### config.mk
export PLATFORM = sky130hd
export DESIGN_NAME = byte_thr_fifo
export DESIGN_NICKNAME = d
export VERILOG_FILES = /design/src/rtl/tf_pkg.sv /design/src/rtl/tf_store.sv /design/src/rtl/tf_fill_ctrl.sv /design/src/rtl/tf_thresh.sv /design/src/rtl/byte_thr_fifo.sv
export SDC_FILE = /design/constraint.sdc
export NUM_CORES = 1
export LEC_CHECK = 0
export BUFFER_PORTS_ARGS = -buffer_cell sky130_fd_sc_hd__buf_2
export CORE_AREA = 2 2 260 159
export DETAILED_ROUTE_END_ITERATION = 12
export DIE_AREA = 0 0 262 161
export GPL_ROUTABILITY_DRIVEN = 0
export PLACE_DENSITY_LB_ADDON = 0.12
export SKIP_LAST_GASP = 1
export SLEW_MARGIN = 20
export SYNTH_ARGS = -nofsm -noshare
export SYNTH_HDL_FRONTEND = slang
export SYNTH_SLANG_ARGS = --single-unit
### constraint.sdc
create_clock -name clk -period 2.4 [get_ports clk]
set_input_delay 0.12 -clock clk [delete_from_list [all_inputs] [get_ports clk]]
set_output_delay 0.12 -clock clk [all_outputs]
set_load 0.005 [all_outputs]
### src/rtl/tf_pkg.sv
package tf_pkg;
    typedef enum logic [1:0] {
        ST_EMPTY = 2'd0,
        ST_PART  = 2'd1,
        ST_FULL  = 2'd2
    } fill_st_t;
endpackage

### src/rtl/tf_store.sv
module tf_store #(
    parameter int DEPTH = 32,
    parameter int DW    = 8
) (
    input  logic          clk,
    input  logic          rst_n,
    input  logic          wr_ok,
    input  logic [DW-1:0] wr_data,
    input  logic          rd_ok,
    output logic [DW-1:0] rd_data
);
    localparam int AW = $clog2(DEPTH);

    logic [DW-1:0] mem [DEPTH];
    logic [AW-1:0] wr_ptr;
    logic [AW-1:0] rd_ptr;

    always_ff @(posedge clk or negedge rst_n) begin
        if (!rst_n) begin
            wr_ptr <= '0;
            rd_ptr <= '0;
        end else begin
            if (wr_ok) wr_ptr <= wr_ptr + 1'b1;
            if (rd_ok) rd_ptr <= rd_ptr + 1'b1;
        end
    end

    always_ff @(posedge clk) begin
        if (wr_ok) mem[wr_ptr] <= wr_data;
    end

    assign rd_data = mem[rd_ptr];
endmodule

### src/rtl/tf_fill_ctrl.sv
module tf_fill_ctrl
    import tf_pkg::*;
#(
    parameter int DEPTH = 32,
    parameter int LW    = $clog2(DEPTH + 1)
) (
    input  logic          clk,
    input  logic          rst_n,
    input  logic          push_req,
    input  logic          pop_req,
    output logic          push_ok,
    output logic          pop_ok,
    output logic [LW-1:0] level,
    output logic          is_empty,
    output logic          is_full
);
    localparam logic [LW-1:0] LV_TOP = LW'(DEPTH - 1);
    localparam logic [LW-1:0] LV_ONE = LW'(1);

    fill_st_t state, nxt;

    always_ff @(posedge clk or negedge rst_n) begin
        if (!rst_n) state <= ST_EMPTY;
        else        state <= nxt;
    end

    always_ff @(posedge clk or negedge rst_n) begin
        if (!rst_n)                level <= '0;
        else if (push_ok && !pop_ok) level <= level + 1'b1;
        else if (pop_ok && !push_ok) level <= level - 1'b1;
    end

    always_comb begin
        nxt = state;
        unique case (state)
            ST_EMPTY: if (push_ok) nxt = ST_PART;
            ST_PART: begin
                if (push_ok && !pop_ok && level == LV_TOP)      nxt = ST_FULL;
                else if (pop_ok && !push_ok && level == LV_ONE) nxt = ST_EMPTY;
            end
            ST_FULL:  if (pop_ok) nxt = ST_PART;
            default:  nxt = ST_EMPTY;
        endcase
    end

    always_comb begin
        is_empty = (state == ST_EMPTY);
        is_full  = (state == ST_FULL);
        push_ok  = push_req && !is_full;
        pop_ok   = pop_req && !is_empty;
    end
endmodule

### src/rtl/tf_thresh.sv
module tf_thresh #(
    parameter int DEPTH = 32,
    parameter int LW    = $clog2(DEPTH + 1),
    parameter int TW    = $clog2(DEPTH)
) (
    input  logic          dir_read,
    input  logic          xfer_done,
    input  logic [TW-1:0] thr_m1,
    input  logic [LW-1:0] level,
    input  logic          dma_en,
    input  logic          thr_ie,
    output logic          thr_flag,
    output logic          dma_req,
    output logic          irq
);
    logic [LW-1:0] thr;
    logic [LW-1:0] free_cnt;
    logic          room_ok;
    logic          data_ok;

    always_comb begin
        thr      = LW'(thr_m1) + LW'(1);
        free_cnt = LW'(DEPTH) - level;
        room_ok  = (free_cnt >= thr);
        data_ok  = (level >= thr) || (xfer_done && level != '0);
        thr_flag = dir_read ? data_ok : room_ok;
        dma_req  = thr_flag && dma_en;
        irq      = thr_flag && thr_ie;
    end
endmodule

### src/rtl/byte_thr_fifo.sv
module byte_thr_fifo #(
    parameter int DEPTH = 32,
    parameter int DW    = 8,
    parameter int LW    = $clog2(DEPTH + 1),
    parameter int TW    = $clog2(DEPTH)
) (
    input  logic          clk,
    input  logic          rst_n,
    input  logic          dir_read,
    input  logic          xfer_done,
    input  logic [TW-1:0] thr_m1,
    input  logic          dma_en,
    input  logic          thr_ie,
    input  logic          host_wr_en,
    input  logic [DW-1:0] host_wr_data,
    output logic          host_wr_ready,
    input  logic          host_rd_en,
    output logic [DW-1:0] host_rd_data,
    output logic          host_rd_valid,
    input  logic          eng_push,
    input  logic [DW-1:0] eng_push_data,
    input  logic          eng_pop,
    output logic [DW-1:0] eng_rd_data,
    output logic [LW-1:0] level,
    output logic          thr_flag,
    output logic          dma_req,
    output logic          irq
);
    logic          push_req, pop_req, push_ok, pop_ok;
    logic          is_empty, is_full;
    logic [DW-1:0] push_data, head;

    always_comb begin
        push_req  = dir_read ? eng_push      : host_wr_en;
        push_data = dir_read ? eng_push_data : host_wr_data;
        pop_req   = dir_read ? host_rd_en    : eng_pop;
    end

    tf_fill_ctrl #(.DEPTH(DEPTH), .LW(LW)) u_ctrl (
        .clk(clk), .rst_n(rst_n),
        .push_req(push_req), .pop_req(pop_req),
        .push_ok(push_ok), .pop_ok(pop_ok),
        .level(level), .is_empty(is_empty), .is_full(is_full)
    );

    tf_store #(.DEPTH(DEPTH), .DW(DW)) u_store (
        .clk(clk), .rst_n(rst_n),
        .wr_ok(push_ok), .wr_data(push_data),
        .rd_ok(pop_ok), .rd_data(head)
    );

    tf_thresh #(.DEPTH(DEPTH), .LW(LW), .TW(TW)) u_thr (
        .dir_read(dir_read), .xfer_done(xfer_done), .thr_m1(thr_m1),
        .level(level), .dma_en(dma_en), .thr_ie(thr_ie),
        .thr_flag(thr_flag), .dma_req(dma_req), .irq(irq)
    );

    always_comb begin
        host_wr_ready = !dir_read && !is_full;
        host_rd_valid = dir_read && !is_empty;
        host_rd_data  = head;
        eng_rd_data   = head;
    end
endmodule

[Word level (Yosys, flattened, before mapping)]
Memories as Yosys holds them, arrays and structs flattened.
Cells that the tools add are included.
Operators by class
  muxes and demuxes: 13
  reductions and logical operators: 21
  $add $sub $neg: 6
  magnitude comparators: 2
  equal/unequal tests: 7
Operator list (number)
  6-bit greater-or-equal comparator: 2
  6-bit 2-to-1 mux: 2
  1-bit logical AND: 11
  5-bit by 1-bit adder with 5-bit output, second input constant: 2
  2-bit 2-to-1 mux: 4
  8-bit 2-to-1 mux: 1
  5-bit by 1-bit adder with 6-bit output, second input constant: 1
  6-bit by 1-bit adder with 6-bit output, second input constant: 1
  6-bit by 1-bit == test with 1-bit output, second input constant: 1
  6-bit by 5-bit == test with 1-bit output, second input constant: 1
  2-bit one-hot mux with 3 select lines: 1
  6-bit nonzero test: 1
  6-bit by 1-bit subtractor with 6-bit output, second input constant: 1
  6-bit subtractor, first input constant: 1
  1-bit logical NOT: 5
  1-bit 2-to-1 mux: 5
  2-bit by 1-bit inequality test with 1-bit output, second input constant: 2
  3-bit by 1-bit inequality test with 1-bit output, second input constant: 1
  3-bit AND reduction: 1
  2-bit by 1-bit == test with 1-bit output, second input constant: 1
  2-bit == test, second input constant: 1
  2-bit logical NOT: 1
  2-bit nonzero test: 1
  1-bit logical OR: 1
Word-level totals
  memories: 1
  output and inout bits: 27
  input port bits: 31
  RAM bits: 256
  flip-flop bits (word level): 18
Memory list
  u_store.mem: words 32, bits a word 8, rd ports 1, clocked after Yosys merged registers in 0, write ports 1, line tf_store.sv:14  | logic [DW-1:0] mem [DEPTH];

[Longest topological paths before layout]
  depth after elaboration: 9
  depth in mapped cells: 10
  mapped depth without buffers: 9

[Modules after synthesis]
A second synthesis with hierarchy kept.
Second synthesis, totals
  cell total of the unflattened synthesis: 645
  area, all modules: 11603.6 um2
By module, submodules not included
  tf_store: area an instance 10400.0 um2, sequential area each 7937.6 um2, times used 1, cells each 516
  tf_fill_ctrl: area an instance 533.0 um2, sequential area each 200.2 um2, times used 1, cells each 56
  tf_thresh: area an instance 446.7 um2, sequential area each 0.0 um2, times used 1, cells each 52
  byte_thr_fifo: area an instance 224.0 um2, sequential area each 0.0 um2, times used 1, cells each 21

[Worst setup path before layout]
No wires, ideal clock.
  kind: reg2out
  from: reg u_store.rd_ptr[1]
  to: out host_rd_data[7]
  stages on the path, launching flop included: 7
  setup slack: 0.040 ns
  buffers on the path: 3
  required time: 2.280 ns
  arrival time: 2.240 ns
  cell sequence: dfrtp_1 > clkbuf_1 > clkbuf_1 > mux4_2 > mux4_2 > mux2_2 > buf_4
On the way
  word-level cells in the longest chain between the ends: 1
RTL lines
  start: declaration: line tf_store.sv:16  | logic [AW-1:0] rd_ptr;
  start signal: assignment: line tf_store.sv:24  | if (rd_ok) rd_ptr <= rd_ptr + 1'b1;
  memory read 32 x 8 bit
  end: declaration: line byte_thr_fifo.sv:18  | output logic [DW-1:0] host_rd_data,
No other way between the ends.

[Worst setup path in the final report]
  from: reg u_store.rd_ptr[0]
  to: out host_rd_data[1]
Same word-level chain as after synthesis.

==> impl_results.md <==
- Clock power frac: 24.5%
- Via count: 5763
- WL/cell: 24.0 um
- Critical path startpoint: u_store.rd_ptr[0]
- R2r endpoint: u_store.mem[17][7]
- Post-synth top flop: edfxtp_1
- Initial antenna violation count: 1
- Die W: 262 um
- Dpl hpwl: 19.3 mm
- H-tree depth: 1
- Post-synthesis cell count: 575
- Chip Height: 161 um
- Worst path cell trace: buf_12 -> buf_12 -> mux4_2 -> mux4_2 -> mux2_2 -> buf_2
- LEAKAGE: 0.00443 uW
- Cell taking the most area after synthesis: edfxtp_1
- Fin nets: 720
- Worst path max stage delay: 0.57 ns
- Fin crit share: 123%
- CP Launch Type: flop
- Area contributors post-synth: edfxtp_1, mux4_2, dfrtp_1, ha_1, mux2_2
- Gr usage total: 14.2%
- First-pass GRT wire length: 42.8 mm
- Total grt overflow: 0
- P per Cell Area: 1160 nW/um^2
- Max-cap violation count: 0
- Final setup viols: 19
- Flops & latches, synth: 274
- Reg2reg setup slack: 0.18 ns
- Initial core utilization: 28.6%
- Clock tree buffer depth: 3
- Fin cells: 1220
- # rows: 57
- Crit path capture type: output port
- CTS Buf Count: 27
- Worst-Skew Late Latency: 0.54 ns
- Post-Route Skew: 0.00741 ns
- Net Sw Frac: 32.2%
- Final Hold Fails: 0
- DRC: 0
- CP Max Fanout: 10
- RSZ-0062 raised after global routing: true
- Dpl cells: 1160
- Slew margin rel.: 35.9%
- Failing checks: setup timing
- Port-buffer cells: 57
- Arrival time at the worst endpoint: 2.84 ns
- Worst Hold Endpoint: u_ctrl.state[0]
- EDFF count, synth: 256
- Vias per cell: 4.72
- Commonest non-fill, non-tap cell in the layout: edfxtp_1
- Seq/Total Area, Yosys: 71.3%
- Final WL: 29.2 mm
- Avg Synthesized Cell Area: 19.9 um^2
- Max VDD drop: 622 uV
- DR iter-0 viols: 522
- Area Overhead vs Synth: 18.2%
- Top cell type's share of synthesized area: 67.3%
- Outcome: complete, but fails checks
- Ys Warns: 0
- Count of cell types in the netlist: 39
- Final Worst Setup Slack: -0.557 ns
- Int Power: 10600 uW
- Combinational share of power: 37.2%
- Max stage delay cell, worst path: mux4_2
- Design Power: 15700 uW
- Fmax: 338 MHz
- Commonest cells after routing, fill and taps aside: edfxtp_1, mux4_2, buf_2, nor2_1, buf_4
- Async set or reset register ratio after synthesis: 6.57%
- Root buf cell: clkbuf_16
- Number of global-route vias before repair: 5873
- Max Transition Viols Final: 0
- Reg2Reg Depth: 2
- Hold path depth: 4
- CTS tree: done
- Layout cells sized above 1: 37.0%
- Min-delay worst type: input port to flop
- Number of diodes: 0
- Minimum clock period: 2.96 ns
- Synth Net Count: 626
- Largest net degree at the start of global routing: 41
- Core Box Area: 39900 um^2
- Reg-to-Reg Start: u_store.wr_ptr[4]
- TNS Setup: -8.84 ns
- Clk slew on worst S/H paths: 0.06 ns
- Worst-Margin Slew: 0.957 ns
- Post-Syn Area: 11400 um^2
- Die area: 42200 um^2
- Detail Route Antenna Nets: 0
- Worst slack at placement: -0.0396 ns
- Sequential share of power: 38.3%
- Worst Setup Path Type: flop to output port
- Io pins: 58
- Switching power: 5050 uW
- Worst endpoint required time: 2.28 ns
- Min-delay src: eng_push
- Detailed Routing Iterations Pass 1: 4
- Clock sink count: 274
[sequential cells by signal, indices dropped and copies added (netlist names)]
signal          count
u_store.wr_ptr      5
u_ctrl.state        2
u_ctrl.level        6
u_store.rd_ptr      5
u_store.mem       256
[power groups by stage]
| stage | combinational, uW | clock (uW) | sequential, uW |
|---|---|---|---|
| global route | 6310 | 4140 | 6060 |
| detailed placement | 5670 | 0 | 6110 |
| CTS | 5890 | 3940 | 6020 |
| finish | 5830 | 3840 | 6010 |
| global placement | 5640 | 0 | 6110 |
| floorplan | 3690 | 0 | 5910 |
[synth_stat cells (all sizes together) (4+ instances only)]
library cell  instances
a21oi                 6
buf                  17
clkbuf               20
dfrtp                18
edfxtp              256
ha                   20
inv                  10
mux2                 19
mux4                 80
nand2                15
nand2b                6
nand3                 5
nand4                 5
nor2                 40
nor3b                 4
o21ai                 8
xnor2                13
xor2                  7
[routing by layer]
layer,part of all wire [%],up-vias,track usage [%],routed length [um]
li1,-,2507,-,-
met4,1.2,0,2.16,345
met5,0,-,0,0
met1,52,3103,23.1,15200
met3,4.6,28,2.76,1350
met2,42,125,19.7,12300
[worst max-delay path, delay by kind of cell, from the launching register on]
family	cells	cell delay, ns
buffers and inverters	3	0.42
muxes	3	1.39
DFF	1	0.46
[area by class of cell]
class,instances,area (um^2)
Clock buffer,34,702
Fill cell,3847,26400
Timing Repair Buffer,102,777
Tap cell,531,664
Clock inverter,15,72.6
Multi-Input combinational cell,254,3100
Inverter,10,37.5
Sequential cell,274,8140
[worst max path at each step]
stage	end	slack, ns	cells after the start
after global placement	host_rd_data[1]	-0.06	6
after CTS	host_rd_data[1]	-0.61	6
after detailed placement	host_rd_data[1]	-0.04	6
after floorplan	host_rd_data[7]	0.04	6
after global routing	host_rd_data[6]	-0.63	6
final	host_rd_data[1]	-0.56	6
[cells by family (layout without fill, tap and decap cells)]
group,Yosys count,after routing,synth area share (%)
AO/OA/AOI/OAI,22,22,1.19
XOR/XNOR,20,20,1.53
adder cells (fa/ha/maj),20,20,2.19
buffers and inverters,47,161,2.17
flip-flops,274,274,71.3
multiplexers,100,100,17.7
AND/OR/NAND/NOR,92,92,3.88
[per-stage QoR]
stage | area (um^2) | util [%] | hold slack (ns)
after global routing | 13500 | 33.8 | 0.0636
after global placement | 12500 | 31.4 | 0.104
after CTS | 13500 | 33.7 | 0.0140
final | 13500 | 33.8 | 0.0299
after detailed placement | 12500 | 31.4 | 0.103
after floorplan | 11400 | - | -0.176
[repair_timing]
action / in CTS / in global routing
gates cloned: 0 / 1
setup buffers: 6 / 1
endpoints found under the setup margin: 19 / 33
hold buffers: 3 / 0
endpoints found under the hold margin: 20 / 0
pin swaps: 6 / 0
gates resized for setup: 16 / 3
Power figures use the tool's default switching activity.
